### src/rtl/aau_pkg.sv
package aau_pkg;
  localparam int ADDR_W  = 32;
  localparam int N_PSLOT = 3;
  localparam int N_TGT   = N_PSLOT + 5;

  localparam int IDX_SRAM   = 0;
  localparam int IDX_PSLOT0 = 1;
  localparam int IDX_SLOW   = IDX_PSLOT0 + N_PSLOT;
  localparam int IDX_CTL_S  = IDX_SLOW + 1;
  localparam int IDX_CTL_NS = IDX_CTL_S + 1;
  localparam int IDX_ERR    = IDX_CTL_NS + 1;

  typedef struct packed {
    logic [3:0] region;
    logic       nonsec;
    logic       nsc;
    logic       exempt;
  } attr_t;

  function automatic logic [3:0] region_of(input logic [ADDR_W-1:0] a);
    return a[31:28];
  endfunction

  function automatic logic nsc_of(input logic [ADDR_W-1:0] a, input logic [1:0] cfg);
    return (a[31:28] == 4'd1 && cfg[0]) || (a[31:28] == 4'd3 && cfg[1]);
  endfunction

  function automatic logic exempt_of(input logic [ADDR_W-1:0] a);
    return (a & 32'hEFF0_0000) == 32'hE000_0000;
  endfunction

  // secure mirrors 1/3/5 fold onto 0/2/4
  function automatic logic [ADDR_W-1:0] fold_of(input logic [ADDR_W-1:0] a);
    logic [ADDR_W-1:0] f;
    f = a;
    if (a[31:28] == 4'd1 || a[31:28] == 4'd3 || a[31:28] == 4'd5) f[28] = 1'b0;
    return f;
  endfunction
endpackage

### src/rtl/aau_attr.sv
module aau_attr
  import aau_pkg::*;
(
  input  logic [ADDR_W-1:0] addr,
  input  logic [1:0]        cfg,
  output attr_t             attr
);
  always_comb begin
    attr.region = region_of(addr);
    attr.nonsec = ~addr[28];
    attr.nsc    = nsc_of(addr, cfg);
    attr.exempt = exempt_of(addr);
  end
endmodule

### src/rtl/aau_cfg.sv
module aau_cfg (
  input  logic       clk,
  input  logic       rst_n,
  input  logic       valid,
  input  logic       write,
  input  logic       secure,
  input  logic [1:0] wdata,
  output logic [1:0] cfg,
  output logic       denied,
  output logic       wr_ok,
  output logic       wr_reject
);
  assign wr_ok     = valid & write & secure;
  assign wr_reject = valid & write & ~secure;

  always_ff @(posedge clk or negedge rst_n) begin
    if (!rst_n) begin
      cfg    <= 2'b00;
      denied <= 1'b0;
    end else begin
      if (wr_ok) cfg <= wdata;
      denied <= wr_reject;
    end
  end
endmodule

### src/rtl/aau_decode.sv
module aau_decode
  import aau_pkg::*;
#(
  parameter int                SRAM_BYTES  = 32768,
  parameter int                SLOT_BYTES  = 4096,
  parameter logic [ADDR_W-1:0] SRAM_BASE   = 32'h2000_0000,
  parameter logic [ADDR_W-1:0] PSLOT_BASE  = 32'h4000_0000,
  parameter logic [ADDR_W-1:0] SLOW_BASE   = 32'h4002_F000,
  parameter logic [ADDR_W-1:0] CTL_NS_BASE = 32'h4008_0000,
  parameter logic [ADDR_W-1:0] CTL_S_BASE  = 32'h5008_0000
) (
  input  logic [ADDR_W-1:0] addr,
  output logic [N_TGT-1:0]  tgt,
  output logic [ADDR_W-1:0] offset,
  output logic              direct_hit,
  output logic              folded_any
);
  localparam int SRAM_AW = $clog2(SRAM_BYTES);
  localparam int SLOT_AW = $clog2(SLOT_BYTES);
  localparam logic [ADDR_W-1:0] SRAM_MASK = ADDR_W'(SRAM_BYTES - 1);
  localparam logic [ADDR_W-1:0] SLOT_MASK = ADDR_W'(SLOT_BYTES - 1);

  logic [ADDR_W-1:0]  folded;
  logic               sram_hit, slow_hit, ctl_ns_hit;
  logic [N_PSLOT-1:0] slot_hit;

  assign folded     = fold_of(addr);
  assign folded_any = (folded != addr);
  assign direct_hit = addr[ADDR_W-1:SLOT_AW] == CTL_S_BASE[ADDR_W-1:SLOT_AW];
  assign sram_hit   = folded[ADDR_W-1:SRAM_AW] == SRAM_BASE[ADDR_W-1:SRAM_AW];
  assign slow_hit   = folded[ADDR_W-1:SLOT_AW] == SLOW_BASE[ADDR_W-1:SLOT_AW];
  assign ctl_ns_hit = folded[ADDR_W-1:SLOT_AW] == CTL_NS_BASE[ADDR_W-1:SLOT_AW];

  for (genvar g = 0; g < N_PSLOT; g++) begin : g_slot
    localparam logic [ADDR_W-1:0] BASE = PSLOT_BASE + ADDR_W'(g * SLOT_BYTES);
    assign slot_hit[g] = folded[ADDR_W-1:SLOT_AW] == BASE[ADDR_W-1:SLOT_AW];
  end

  // direct secure-only window first, folded decode after, error last
  always_comb begin
    tgt    = '0;
    offset = folded;
    if (direct_hit) begin
      tgt[IDX_CTL_S] = 1'b1;
      offset         = addr & SLOT_MASK;
    end else if (sram_hit) begin
      tgt[IDX_SRAM] = 1'b1;
      offset        = folded & SRAM_MASK;
    end else if (|slot_hit) begin
      tgt[IDX_PSLOT0 +: N_PSLOT] = slot_hit;
      offset                     = folded & SLOT_MASK;
    end else if (slow_hit) begin
      tgt[IDX_SLOW] = 1'b1;
      offset        = folded & SLOT_MASK;
    end else if (ctl_ns_hit) begin
      tgt[IDX_CTL_NS] = 1'b1;
      offset          = folded & SLOT_MASK;
    end else begin
      tgt[IDX_ERR] = 1'b1;
    end
  end
endmodule

### src/rtl/addr_attr_unit.sv
module addr_attr_unit
  import aau_pkg::*;
#(
  parameter int SRAM_BYTES = 32768,
  parameter int SLOT_BYTES = 4096
) (
  input  logic              clk,
  input  logic              rst_n,
  input  logic              req_valid,
  input  logic [31:0]       req_addr,
  output logic              rsp_valid,
  output logic [3:0]        rsp_region,
  output logic              rsp_nonsec,
  output logic              rsp_nsc,
  output logic              rsp_exempt,
  output logic [7:0]        rsp_target,
  output logic [31:0]       rsp_offset,
  input  logic              cfg_valid,
  input  logic              cfg_write,
  input  logic              cfg_secure,
  input  logic [1:0]        cfg_wdata,
  output logic [1:0]        cfg_rdata,
  output logic              cfg_denied
);
  attr_t             attr_c;
  logic [N_TGT-1:0]  tgt_c;
  logic [ADDR_W-1:0] off_c;
  logic              direct_hit, folded_any, wr_ok, wr_reject;

  aau_cfg u_cfg (
    .clk(clk), .rst_n(rst_n), .valid(cfg_valid), .write(cfg_write),
    .secure(cfg_secure), .wdata(cfg_wdata), .cfg(cfg_rdata),
    .denied(cfg_denied), .wr_ok(wr_ok), .wr_reject(wr_reject)
  );

  aau_attr u_attr (.addr(req_addr), .cfg(cfg_rdata), .attr(attr_c));

  aau_decode #(.SRAM_BYTES(SRAM_BYTES), .SLOT_BYTES(SLOT_BYTES)) u_dec (
    .addr(req_addr), .tgt(tgt_c), .offset(off_c),
    .direct_hit(direct_hit), .folded_any(folded_any)
  );

  always_ff @(posedge clk or negedge rst_n) begin
    if (!rst_n) begin
      rsp_valid  <= 1'b0;
      rsp_region <= '0;
      rsp_nonsec <= 1'b0;
      rsp_nsc    <= 1'b0;
      rsp_exempt <= 1'b0;
      rsp_target <= '0;
      rsp_offset <= '0;
    end else begin
      rsp_valid <= req_valid;
      if (req_valid) begin
        rsp_region <= attr_c.region;
        rsp_nonsec <= attr_c.nonsec;
        rsp_nsc    <= attr_c.nsc;
        rsp_exempt <= attr_c.exempt;
        rsp_target <= tgt_c;
        rsp_offset <= off_c;
      end
    end
  end
endmodule

### config.mk
export PLATFORM = sky130hd
export DESIGN_NAME = addr_attr_unit
export DESIGN_NICKNAME = d
export VERILOG_FILES = /design/src/rtl/aau_pkg.sv /design/src/rtl/aau_attr.sv /design/src/rtl/aau_cfg.sv /design/src/rtl/aau_decode.sv /design/src/rtl/addr_attr_unit.sv
export SDC_FILE = /design/constraint.sdc
export NUM_CORES = 1
export LEC_CHECK = 0
export BUFFER_PORTS_ARGS = -buffer_cell sky130_fd_sc_hd__clkbuf_2
export CELL_PAD_IN_SITES_DETAIL_PLACEMENT = 1
export CELL_PAD_IN_SITES_GLOBAL_PLACEMENT = 1
export CORE_AREA = 2 2 87 89
export CTS_BUF_LIST = sky130_fd_sc_hd__clkbuf_8
export CTS_CLUSTER_DIAMETER = 40
export DETAILED_ROUTE_END_ITERATION = 10
export DIE_AREA = 0 0 89 91
export PLACE_DENSITY_LB_ADDON = 0.25
export SYNTH_ARGS = -nofsm -noshare
export SYNTH_HDL_FRONTEND = slang
export SYNTH_HIERARCHICAL = 1
export SYNTH_SLANG_ARGS = --single-unit
### constraint.sdc
create_clock -name clk -period 1.01 [get_ports clk]
set_clock_uncertainty 0.1 [all_clocks]
set_input_delay 0.0505 -clock clk [delete_from_list [all_inputs] [get_ports clk]]
set_output_delay 0.0505 -clock clk [all_outputs]
set_load 0.01 [all_outputs]
Yosys cells after proc, flatten, opt, wreduce, memory -nomap -nowiden

Cells that the tools add are included.

Word-level logic and storage cells: 50
Output and inout port bits: 51
Input port bits: 40
Flip-flop bits (word level): 51

Bitwise gates (word level): 5
Reduce and logical (&&, ||, !) cells: 6
Eq/ne operators: 11
Mux-type cells: 19

Operator list:

| cell                 | number |
|---|---|
| $mux 32              | 5 |
| $eq 20x19->1 const B | 6 |
| $eq 17x15->1 const B | 1 |
| $eq 11x11->1 const B | 1 |
| $mux 2               | 4 |
| $mux 1               | 7 |
| $mux 5               | 1 |
| $eq 4x1->1 const B   | 1 |
| $eq 4x2->1 const B   | 1 |
| $eq 4x3->1 const B   | 1 |
| $mux 4               | 1 |
| $and 1x1->1          | 3 |
| $logic_or 1x1->1     | 3 |
| $mux 3               | 1 |
| $reduce_or 3->1      | 1 |
| $logic_and 1x1->1    | 2 |
| $not 1->1            | 2 |

Logic depth before layout (Yosys ltp)

Depth in word-level cells: 10
Mapped depth: 6
Mapped depth without buffers: 5

Modules after synthesis

The synthesis kept the hierarchy.

By module, submodules not included:

| module         | cells an instance | instances | sequential area each (µm²) | area an instance (µm²) |
|---|---|---|---|---|
| addr_attr_unit | 100               | 1         | 1201.2                     | 1893.1 |
| aau_decode     | 66                | 1         | 0.0                        | 389.1 |
| aau_cfg        | 8                 | 1         | 75.1                       | 123.9 |
| aau_attr       | 11                | 1         | 0.0                        | 82.6 |

Worst setup path after synthesis

OpenSTA, ideal clock, no wires.

Path type: input port to flip-flop
Start: input req_addr[13]
End: register rsp_target[7]
Setup slack: -0.435 ns
Library setup time: 0.125 ns
Required time: 0.785 ns
Cell stages on the path: 5
Path buffers: 0
Arrival: 1.220 ns
Cells stage by stage: or4_4 nor2_2 and4_2 nor3_1 mux2_2

Cells in the longest elaborated chain, start to end: 6
Elaborated cells on any way between the ends: 12
Classes of those cells: 6 x eq/ne; 5 x mux; 1 x reduce/logical

Ends and longest elaborated chain:

| item                 | RTL line             | RTL |
|---|---|---|
| start, declared      | addr_attr_unit.sv:10 | `input logic [31:0] req_addr,` |
| $eq 20x19->1         | aau_decode.sv:32     | `assign ctl_ns_hit = folded[ADDR_W-1:SLOT_AW] == CTL_NS_BASE[ADDR_W-1:SLOT_AW];` |
| $mux 1               | aau_decode.sv:55     | `end else if (ctl_ns_hit) begin` |
| $mux 2               | aau_decode.sv:52     | `end else if (slow_hit) begin` |
| $mux 2               | aau_decode.sv:49     | `end else if (\|slot_hit) begin` |
| $mux 2               | aau_decode.sv:46     | `end else if (sram_hit) begin` |
| $mux 2 (*)           | aau_decode.sv:43     | `if (direct_hit) begin` |
| via tgt_c[7]         | addr_attr_unit.sv:26 | `logic [N_TGT-1:0] tgt_c;` |
| end signal, assigned | addr_attr_unit.sv:59 | `rsp_target <= tgt_c;` |
| end, declared        | addr_attr_unit.sv:16 | `output logic [7:0] rsp_target,` |

The timed path passes the listed nets; every way through them passes the cells marked *.
A chain may end at the register's enable or synchronous reset.

Final worst setup path

Same ends and word-level chain as after synthesis.

==> results.yml <==
status:
  status: "finished with violations"
  violations: "negative setup slack"
synthesis:
  syn_inst: 184
  syn_avg_cell_area_um2: 13.5
  synth_area_mm2: 0.00248
  syn-num-nets: 224
  yosysWarnings: 6
power_and_ir_drop:
  p_leak_nw: 1.92
  power.total_mw: 4.64
  p_per_area_mw_per_mm2: 1210
  vdd_drop_max_uv: 550
detailed_routing:
  ant_nets: 0
  drt_iter0_drc: 24
  vias: 1881
  dr.pass1.iters: 4
  routed_via_density: 4.42
  wl_per_cell_um: 15.1
  drt_wl_total_um: 6430
  drc: 0
timing:
  post-route-min-period_ns: 1.26
  min_period_over_period: 1.25
  setup_ws_ns: -0.249
  setup_tns_ns: -2.82
  rsz0062_at_grt: "true"
  max-slew-margin-rel: 0.816
  tightest_slew_ns: 0.277
  hold_violations: 0
  finalMaxSlewViolations: 0
  fmax_mhz: 794
  timing.hold.ws_ns: 0.0106
  setup_violations: 19
die:
  num_io_pins: 91
  initial_core_util: 0.348
  coreArea_mm2: 0.00714
  fp.dieW_um: 89
  num_rows: 31
  die_y_um: 91
  dieArea_mm2: 0.00810
finish:
  seqCellArea_mm2: 0.00128
  area_growth_syn_to_layout_pct: 54.7
  antennaDiodeCount: 0
  fillCellCount: 788
  utilization: 0.538
  multiInputGateArea_mm2: 0.00113
  nets: 366
  finish.instance_area_mm2: 0.00384
  drive_gt1_frac: 0.694
placed_design:
  dpl_cell_area_mm2: 0.00313
  dp_hpwl_um: 4410
  port_buffers: 90
  gp_congestion: 0.749
clocking:
  root_buffer: "clkbuf_8"
  clockBufferDepth: 2
  cts_sinks: 51
  clk_pin_slew_ns: 0.10
  cts-htree-levels: 2
  cts_tree: "yes"
  numCtsBuffers: 5
  clk-insertion-delay-late_ns: 0.30
worst_setup_path:
  critPathCaptureType: "flop"
  arrival_ns: 1.36
  required_ns: 1.11
  crit_type: "in -> reg"
  crit_path_max_fanout: 2
  start_kind: "input pin"
grt:
  antenna_found_initial: 0
  grt_pass1_wl_um: 10300
  grt.total_usage: 0.165
  grt_overflow: 0
  grt_start_max_net_pins: 52
  grt_pass1_vias: 1988
min_path:
  hold_path_class: "in -> reg"
job:
  cap_viol_max_count: 0
metal layers:
layer	share of wire	track usage	wire length [µm]
met1	0.43	0.210	2780
met2	0.52	0.277	3320
met3	0.047	0.0418	301
met4	0.0045	0.0410	29
met5	0	0	0
flip-flops by register name, summed over array words and instances, names as in the netlist:
signal        flops
rsp_offset       32
u_cfg/cfg         2
rsp_region        4
rsp_target        8
rsp_exempt        1
rsp_valid         1
rsp_nsc           1
rsp_nonsec        1
u_cfg/denied      1
power breakdown:
group,switching [mW],internal [mW],total [mW]
Sequential,0.0958,2.21,2.31
Clock,0.711,0.498,1.21
Combinational,0.461,0.668,1.13
Total,1.27,3.38,4.64
critical path: stages:
cell	delay, ns
clkbuf_2	0.09
or4_4	0.56
nor2_4	0.11
and4_4	0.24
nor3_1	0.05
mux2_4	0.25
metrics by stage:
stage / cells / setup slack (ns)
5_1_grt: 426 / -0.263
3_5_place_dp: 372 / -0.569
2_1_floorplan: 184 / -0.423
3_3_place_gp: 372 / -0.546
4_1_cts: 406 / -0.219
6_report: 426 / -0.249
timing repair:
action,in CTS,in global routing
pin swaps,5,6
endpoints found under the setup margin,23,65
resized for setup,24,32
setup buffers,3,19
hold buffers,24,1
endpoints found under the hold margin,72,1
final timing paths:
check | startpoint | endpoint | slack [ns] | cells after the start
max | req_addr[13] | rsp_target[7] | -0.25 | 6
min | req_valid | rsp_valid | 0.01 | 2
max reg2reg | u_cfg/cfg[1] | rsp_nsc | -0.05 | 3
min reg2reg | rsp_offset[31] | rsp_offset[31] | 0.42 | 1
max in group asynchronous | rst_n | rsp_offset[11] | 0.40 | 3
min in group asynchronous | rst_n | u_cfg/denied | 0.17 | 3
layout by cell type (no fill, tap or decap), drive strengths merged:
master,n
clkbuf,81
and3,3
dfrtp,51
or3,2
and4,1
and2,1
a21oi,2
or4,2
nand4,3
nor2,10
nor4b,1
mux2,49
nor3b,1
a21o,1
dlygate4sd3,25
nor4,5
nand2,1
or2,1
clkinv,2
nor2b,3
and2b,1
inv,6
buf,67
nor3,6
mux2i,1
nand4b,1
final cells by class:
type                            instances  area share
Sequential cell                        51       0.332
Timing Repair Buffer                  168       0.313
Multi-Input combinational cell         95       0.294
Tap cell                               99      0.0322
Clock buffer                            5      0.0179
Clock inverter                          3     0.00586
Inverter                                5     0.00489
(Power assumes the default switching activity.)
